$ cat src/rtl/can_irq_pkg.sv
package can_irq_pkg;
  localparam int NUM_SRC   = 4;
  localparam int CFG_AW    = 3;
  localparam int CFG_DW    = 8;
  localparam int SRC_TRX   = 0;
  localparam int SRC_LEC   = 1;
  localparam int SRC_CNT   = 2;
  localparam int SRC_ERR   = 3;
  localparam logic [CFG_AW-1:0] ADDR_ENABLE = 3'd0;
endpackage

$ cat src/rtl/can_irq_cfg.sv
module can_irq_cfg
  import can_irq_pkg::*;
#(
  parameter int PTR_W = 3
) (
  input  logic                             clk,
  input  logic                             rst_n,
  input  logic                             we_i,
  input  logic [CFG_AW-1:0]                addr_i,
  input  logic [CFG_DW-1:0]                wdata_i,
  output logic [NUM_SRC-1:0]               en_o,
  output logic [NUM_SRC-1:0][PTR_W-1:0]    ptr_o
);
  logic [NUM_SRC-1:0]            en_q, en_d;
  logic [NUM_SRC-1:0][PTR_W-1:0] ptr_q, ptr_d;
  logic                          unused_wbits;

  assign unused_wbits = ^wdata_i[CFG_DW-1:NUM_SRC];

  always_comb begin
    en_d  = en_q;
    ptr_d = ptr_q;
    if (we_i) begin
      if (addr_i == ADDR_ENABLE) begin
        en_d = wdata_i[NUM_SRC-1:0];
      end else if (addr_i[CFG_AW-1]) begin
        ptr_d[addr_i[1:0]] = wdata_i[PTR_W-1:0];
      end
    end
  end

  always_ff @(posedge clk or negedge rst_n) begin
    if (!rst_n) begin
      en_q  <= '0;
      ptr_q <= '0;
    end else if (we_i) begin
      en_q  <= en_d;
      ptr_q <= ptr_d;
    end
  end

  assign en_o  = en_q;
  assign ptr_o = ptr_q;

  assert_ptr_hold_R8: assert property (@(posedge clk) disable iff (!rst_n)
    !we_i |=> $stable(ptr_q));
  assert_en_hold_R9: assert property (@(posedge clk) disable iff (!rst_n)
    (we_i && addr_i != ADDR_ENABLE) |=> $stable(en_q));
endmodule

$ cat src/rtl/can_irq_src.sv
module can_irq_src
  import can_irq_pkg::*;
(
  input  logic               clk,
  input  logic               rst_n,
  input  logic [NUM_SRC-1:0] en_i,
  input  logic               tx_ok_i,
  input  logic               rx_ok_i,
  input  logic               lec_i,
  input  logic               ovf_i,
  input  logic               warn_i,
  input  logic               boff_i,
  output logic [NUM_SRC-1:0] fire_o
);
  logic warn_q, boff_q;
  logic flag_chg;
  logic [NUM_SRC-1:0] raw;

  assign flag_chg = (warn_i ^ warn_q) | (boff_i ^ boff_q);

  always_comb begin
    raw          = '0;
    raw[SRC_TRX] = tx_ok_i | rx_ok_i;
    raw[SRC_LEC] = lec_i;
    raw[SRC_CNT] = ovf_i;
    raw[SRC_ERR] = flag_chg;
  end

  assign fire_o = raw & en_i;

  always_ff @(posedge clk or negedge rst_n) begin
    if (!rst_n) begin
      warn_q <= 1'b0;
      boff_q <= 1'b0;
    end else begin
      warn_q <= warn_i;
      boff_q <= boff_i;
    end
  end

  assert_err_quiet_R5: assert property (@(posedge clk) disable iff (!rst_n)
    (warn_q == warn_i && boff_q == boff_i) |-> !fire_o[SRC_ERR]);
endmodule

$ cat src/rtl/can_irq_route.sv
module can_irq_route
  import can_irq_pkg::*;
#(
  parameter int NUM_LINES = 8,
  parameter int PTR_W     = 3
) (
  input  logic                          clk,
  input  logic                          rst_n,
  input  logic [NUM_SRC-1:0]            fire_i,
  input  logic [NUM_SRC-1:0][PTR_W-1:0] ptr_i,
  output logic [NUM_LINES-1:0]          irq_o
);
  logic [NUM_LINES-1:0] irq_d, irq_q;

  for (genvar l = 0; l < NUM_LINES; l++) begin : g_line
    logic [NUM_SRC-1:0] hit;
    for (genvar k = 0; k < NUM_SRC; k++) begin : g_src
      assign hit[k] = fire_i[k] && (ptr_i[k] == PTR_W'(l));
    end
    assign irq_d[l] = |hit;
  end

  always_ff @(posedge clk or negedge rst_n) begin
    if (!rst_n) irq_q <= '0;
    else        irq_q <= irq_d;
  end

  assign irq_o = irq_q;

  assert_irq_has_cause_R7: assert property (@(posedge clk) disable iff (!rst_n)
    (|irq_q) |-> $past(|fire_i));
  assert_single_line_R2: assert property (@(posedge clk) disable iff (!rst_n)
    ($countones($past(fire_i)) == 1) |-> ($countones(irq_q) == 1));
  assert_pulse_width_R10: assert property (@(posedge clk) disable iff (!rst_n)
    (fire_i == '0) |=> (irq_q == '0));
endmodule

$ cat src/rtl/can_irq_router.sv
module can_irq_router
  import can_irq_pkg::*;
#(
  parameter int NUM_LINES = 8,
  localparam int PTR_W    = $clog2(NUM_LINES)
) (
  input  logic                 clk,
  input  logic                 rst_n,
  input  logic                 cfg_we_i,
  input  logic [CFG_AW-1:0]    cfg_addr_i,
  input  logic [CFG_DW-1:0]    cfg_wdata_i,
  input  logic                 trx_ok_tx_i,
  input  logic                 trx_ok_rx_i,
  input  logic                 lec_new_i,
  input  logic                 cnt_ovf_i,
  input  logic                 err_warn_i,
  input  logic                 bus_off_i,
  output logic [NUM_LINES-1:0] irq_o
);
  logic [NUM_SRC-1:0]            en;
  logic [NUM_SRC-1:0][PTR_W-1:0] ptr;
  logic [NUM_SRC-1:0]            fire;

  can_irq_cfg #(.PTR_W(PTR_W)) cfg_i (
    .clk(clk), .rst_n(rst_n), .we_i(cfg_we_i), .addr_i(cfg_addr_i),
    .wdata_i(cfg_wdata_i), .en_o(en), .ptr_o(ptr)
  );

  can_irq_src src_i (
    .clk(clk), .rst_n(rst_n), .en_i(en), .tx_ok_i(trx_ok_tx_i),
    .rx_ok_i(trx_ok_rx_i), .lec_i(lec_new_i), .ovf_i(cnt_ovf_i),
    .warn_i(err_warn_i), .boff_i(bus_off_i), .fire_o(fire)
  );

  can_irq_route #(.NUM_LINES(NUM_LINES), .PTR_W(PTR_W)) route_i (
    .clk(clk), .rst_n(rst_n), .fire_i(fire), .ptr_i(ptr), .irq_o(irq_o)
  );

  assert_no_irq_disabled_R6: assert property (@(posedge clk) disable iff (!rst_n)
    $past(en == '0) |-> (irq_o == '0));
endmodule

$ cat config.mk
export PLATFORM = sky130hd
export DESIGN_NAME = can_irq_router
export DESIGN_NICKNAME = d
export VERILOG_FILES = /design/src/rtl/can_irq_pkg.sv /design/src/rtl/can_irq_cfg.sv /design/src/rtl/can_irq_src.sv /design/src/rtl/can_irq_route.sv /design/src/rtl/can_irq_router.sv
export SDC_FILE = /design/constraint.sdc
export NUM_CORES = 1
export LEC_CHECK = 0
export BUFFER_PORTS_ARGS = -buffer_cell sky130_fd_sc_hd__buf_4
export CORE_MARGIN = 4
export CORE_UTILIZATION = 50
export DETAILED_ROUTE_END_ITERATION = 8
export PLACE_DENSITY = 0.75
export REMOVE_ABC_BUFFERS = 1
export SYNTH_ARGS = -nofsm -noshare
export SYNTH_HDL_FRONTEND = slang
export SYNTH_SLANG_ARGS = --single-unit
$ cat constraint.sdc
create_clock -name clk -period 1.5 [get_ports clk]
set_input_delay 0.15 -clock clk [delete_from_list [all_inputs] [get_ports clk]]
set_output_delay 0.15 -clock clk [all_outputs]
set_load 0.005 [all_outputs]
==> flow_metrics.env <==
export IMPL_ys_top_cells_by_area="sky130_fd_sc_hd__dfrtp_1 53%, sky130_fd_sc_hd__mux2_2 15%, sky130_fd_sc_hd__a22oi_1 3.7%, sky130_fd_sc_hd__o311ai_0 2.9%, sky130_fd_sc_hd__nor2b_1 2.6%"
export IMPL_required_ps=1700
export IMPL_cp_arrival_ps=1550
export IMPL_die_w_um=57.45
export IMPL_cts_sinks=26
export IMPL_grt_total_usage_pct=15.97
export IMPL_min_path_type="in2reg"
export IMPL_grt_overflow=0
export IMPL_flow_area_growth_from_synthesis_pct=21.29
export IMPL_grt_pass1_wl_mm=4.098
export IMPL_most_common_layout_cells="26 x sky130_fd_sc_hd__dfrtp_1, 23 x sky130_fd_sc_hd__buf_4, 16 x sky130_fd_sc_hd__mux2_2"
export IMPL_drcViolationCount=0
export IMPL_fraction_of_synthesized_cell_area_taken_by_the_top_area_cell_type_pct=53.22
export IMPL_rsz0062_at_grt="false"
export IMPL_crit_chain="dlygate4sd3_1 -> buf_4 -> xor2_1 -> o21ai_1 -> o311ai_0"
export IMPL_initial_utilization_pct=53.71
export IMPL_outcome="complete, no violations"
export IMPL_detailedRoute_firstPassIterationCount=4
export IMPL_sequential_cell_area_fraction_in_the_yosys_report_pct=53.22
export IMPL_fp_coreArea_mm2=0.002276
export IMPL_synth_ff_latch_count=26
export IMPL_tritoncts_num_buffers=3
export IMPL_mappedNetlistArea_mm2=0.001222
export IMPL_nNetsFinal=148
export IMPL_vias_per_cell=6.117
export IMPL_clk_transition_reported_paths_ps=130
export IMPL_worst_reg2reg_path_endpoint="route_i.irq_o[3]$_DFF_PN0_"
export IMPL_floorplan_die_height_um=57.45
export IMPL_r2r_cells=3
export IMPL_post_cts_setup_buffers=0
export IMPL_p_leak_uw=0.0006407
export IMPL_cell_type_with_the_highest_aggregate_area_in_the_netlist="sky130_fd_sc_hd__dfrtp_1"
export IMPL_cts_htree_levels=1
export IMPL_final_antenna_net_count=0
export IMPL_power_density_mw_per_mm2=1149
export IMPL_fin_skew_ps=2.151
export IMPL_library_cell_contributing_the_largest_single_delay_on_the_critical_path="sky130_fd_sc_hd__dlygate4sd3_1"
export IMPL_critical_path_max_stage_delay_ps=560
export IMPL_syn_area_per_cell_um2=12.60
export IMPL_ys_warnings_count=0
export IMPL_place_inst=148
export IMPL_fin_area_mm2=0.001483
export IMPL_ios=28
export IMPL_met1_usage_pct=18.25
export IMPL_grt_antenna_before_repair=0
export IMPL_grt_busiest_layer="met2"
export IMPL_max_freq_ghz=0.7377
export IMPL_routed_wire_length_per_instance_um=15.89
export IMPL_startpoint_type="input port"
export IMPL_grt_met3_usage_pct=2.489
export IMPL_via_count_of_the_routed_design=942
export IMPL_reg2reg_from="src_i.warn_q$_DFF_PN0_"
export IMPL_finalHoldViolCount=0
export IMPL_slew_limit_headroom_pct=76.28
export IMPL_r2r_slack_ps=240
export IMPL_clk_root_buffer_cell="sky130_fd_sc_hd__clkbuf_4"
export IMPL_tritoncts="yes"
export IMPL_tightest_slew_ps=354.3
export IMPL_tns_setup_ps=0
export IMPL_worst_path_max_fanout=4
export IMPL_grt_pass1_vias=974
export IMPL_timing_final_setup_violations=0
export IMPL_crit_path_end="route_i.irq_o[3]$_DFF_PN0_"
export IMPL_min_period_over_period_pct=90.38
export IMPL_criticalPathCategory="in2reg"
export IMPL_cts_buffer_depth=2
export IMPL_max_cap_viol_count=0
export IMPL_critical_path_startpoint="bus_off_i"
export IMPL_final_common_cell="sky130_fd_sc_hd__dfrtp_1"
export IMPL_grt_met2_usage_pct=27.58
export IMPL_grt_max_degree=27
export IMPL_antennaDiodeCount=0
export IMPL_detailedRoute_firstIterationViolations=6
export IMPL_worst_setup_path_end_kind="register"
export IMPL_gp_congestion=0.7884
export IMPL_placedInstanceArea_mm2=0.001430
export IMPL_final_instance_count_excl_fill=154
export IMPL_area_of_the_die_mm2=0.003300
export IMPL_timing_final_max_slew_violations=0
export IMPL_vdd_ir_drop_worst_v=0.0007985
export IMPL_finalCriticalPeriod_ps=1356
export IMPL_port_buffer_count=23
export IMPL_gate_count_post_synth=97
export IMPL_place_detailed_hpwl_mm=1.916
export IMPL_holdPathStages=2
export IMPL_drive_above_1_share_pct=35.71
export IMPL_worstSkewPairLatency_ps=310
export IMPL_total_power_uw=1704
export IMPL_floorplan_rows=17
export IMPL_total_wirelength_of_the_detailed_routed_design_mm=2.447
export IMPL_post_synth_num_cell_types=27
==> power breakdown <==
part	switching, uW	internal, uW
registers	115	847
clock network	192	94.0
logic	199	257
total	506	1200
==> cells in the mapped netlist <==
cell type                  count
sky130_fd_sc_hd__nand2_1       3
sky130_fd_sc_hd__o311ai_0      4
sky130_fd_sc_hd__nor2b_1       5
sky130_fd_sc_hd__and2_1        1
sky130_fd_sc_hd__o21ai_0       1
sky130_fd_sc_hd__inv_1         1
sky130_fd_sc_hd__a22oi_1       6
sky130_fd_sc_hd__xor2_1        2
sky130_fd_sc_hd__nor3_2        1
sky130_fd_sc_hd__or3_1         2
sky130_fd_sc_hd__mux2_2       16
sky130_fd_sc_hd__o21ba_2       1
sky130_fd_sc_hd__nand2b_1      1
sky130_fd_sc_hd__nor4b_4       1
sky130_fd_sc_hd__nor2_1        2
sky130_fd_sc_hd__nand3_1       5
sky130_fd_sc_hd__nand3b_1      1
sky130_fd_sc_hd__nand4b_1      2
sky130_fd_sc_hd__and3_1        2
sky130_fd_sc_hd__dfrtp_1      26
sky130_fd_sc_hd__nand4_1       3
sky130_fd_sc_hd__and3b_1       2
sky130_fd_sc_hd__a32oi_1       2
sky130_fd_sc_hd__o211ai_1      4
sky130_fd_sc_hd__o21a_1        1
sky130_fd_sc_hd__o21bai_1      1
sky130_fd_sc_hd__o21ai_1       1
==> worst min path at each step <==
stage                                 end      startpoint
6_report        cfg_i.en_o[3]$_DFFE_PN0P_  cfg_wdata_i[3]
5_1_grt         cfg_i.en_o[3]$_DFFE_PN0P_  cfg_wdata_i[3]
4_1_cts         cfg_i.en_o[3]$_DFFE_PN0P_  cfg_wdata_i[3]
3_5_place_dp   route_i.irq_o[6]$_DFF_PN0_           rst_n
3_3_place_gp   route_i.irq_o[6]$_DFF_PN0_           rst_n
2_1_floorplan   cfg_i.en_o[0]$_DFFE_PN0P_           rst_n
==> layout make-up <==
class,count,area (um^2)
Inverter,1,3.754
Clock buffer,3,22.52
Fill cell,175,793.3
Timing Repair Buffer,26,202.7
Tap cell,28,35.03
Sequential cell,26,650.6
Multi-Input combinational cell,70,568.0
==> cells by family after synthesis <==
kind of cell | count (synthesis) | synth area share, %
AND/OR/NAND/NOR | 31 | 16.99
flip-flops | 26 | 53.22
AO/OA/AOI/OAI | 21 | 13.31
multiplexers | 16 | 14.74
XOR/XNOR | 2 | 1.433
buffers and inverters | 1 | 0.3068
==> sequential cells by signal, summed over array words and instances, names as in the netlist <==
signal and flops:
route_i.irq_o 8, cfg_i.en_o 4, src_i.boff_q 1, src_i.warn_q 1, cfg_i.ptr_o 12
==> metrics by stage <==
stage | utilization, % | worst slack (ps) | hold WS (ps)
5_1_grt | 65.15 | 31.84 | 36.85
3_3_place_gp | 62.84 | 329.5 | 64.71
6_report | 65.15 | 144.4 | 56.57
2_1_floorplan | - | 452.2 | -145.6
4_1_cts | 65.15 | 167.0 | 54.24
3_5_place_dp | 62.84 | 277.5 | 68.75
==> critical path: cells and delay by family <==
kind,cells,cell delay (ps)
buf+inv,2,710
compound gates,2,530
xor+xnor,1,170
==> layer usage <==
metal	share of wire, %	wire [um]
met4	4.3	104
met5	0	0
met2	50	1232
met3	5.3	129
met1	40	980
==> timing repair <==
item / CTS / global route
hold buffers: 3 / 0
gates resized for setup: 0 / 0
setup endpoints to repair: 0 / 0
hold endpoints to repair: 28 / 0
Power figures use the tool's default switching activity.
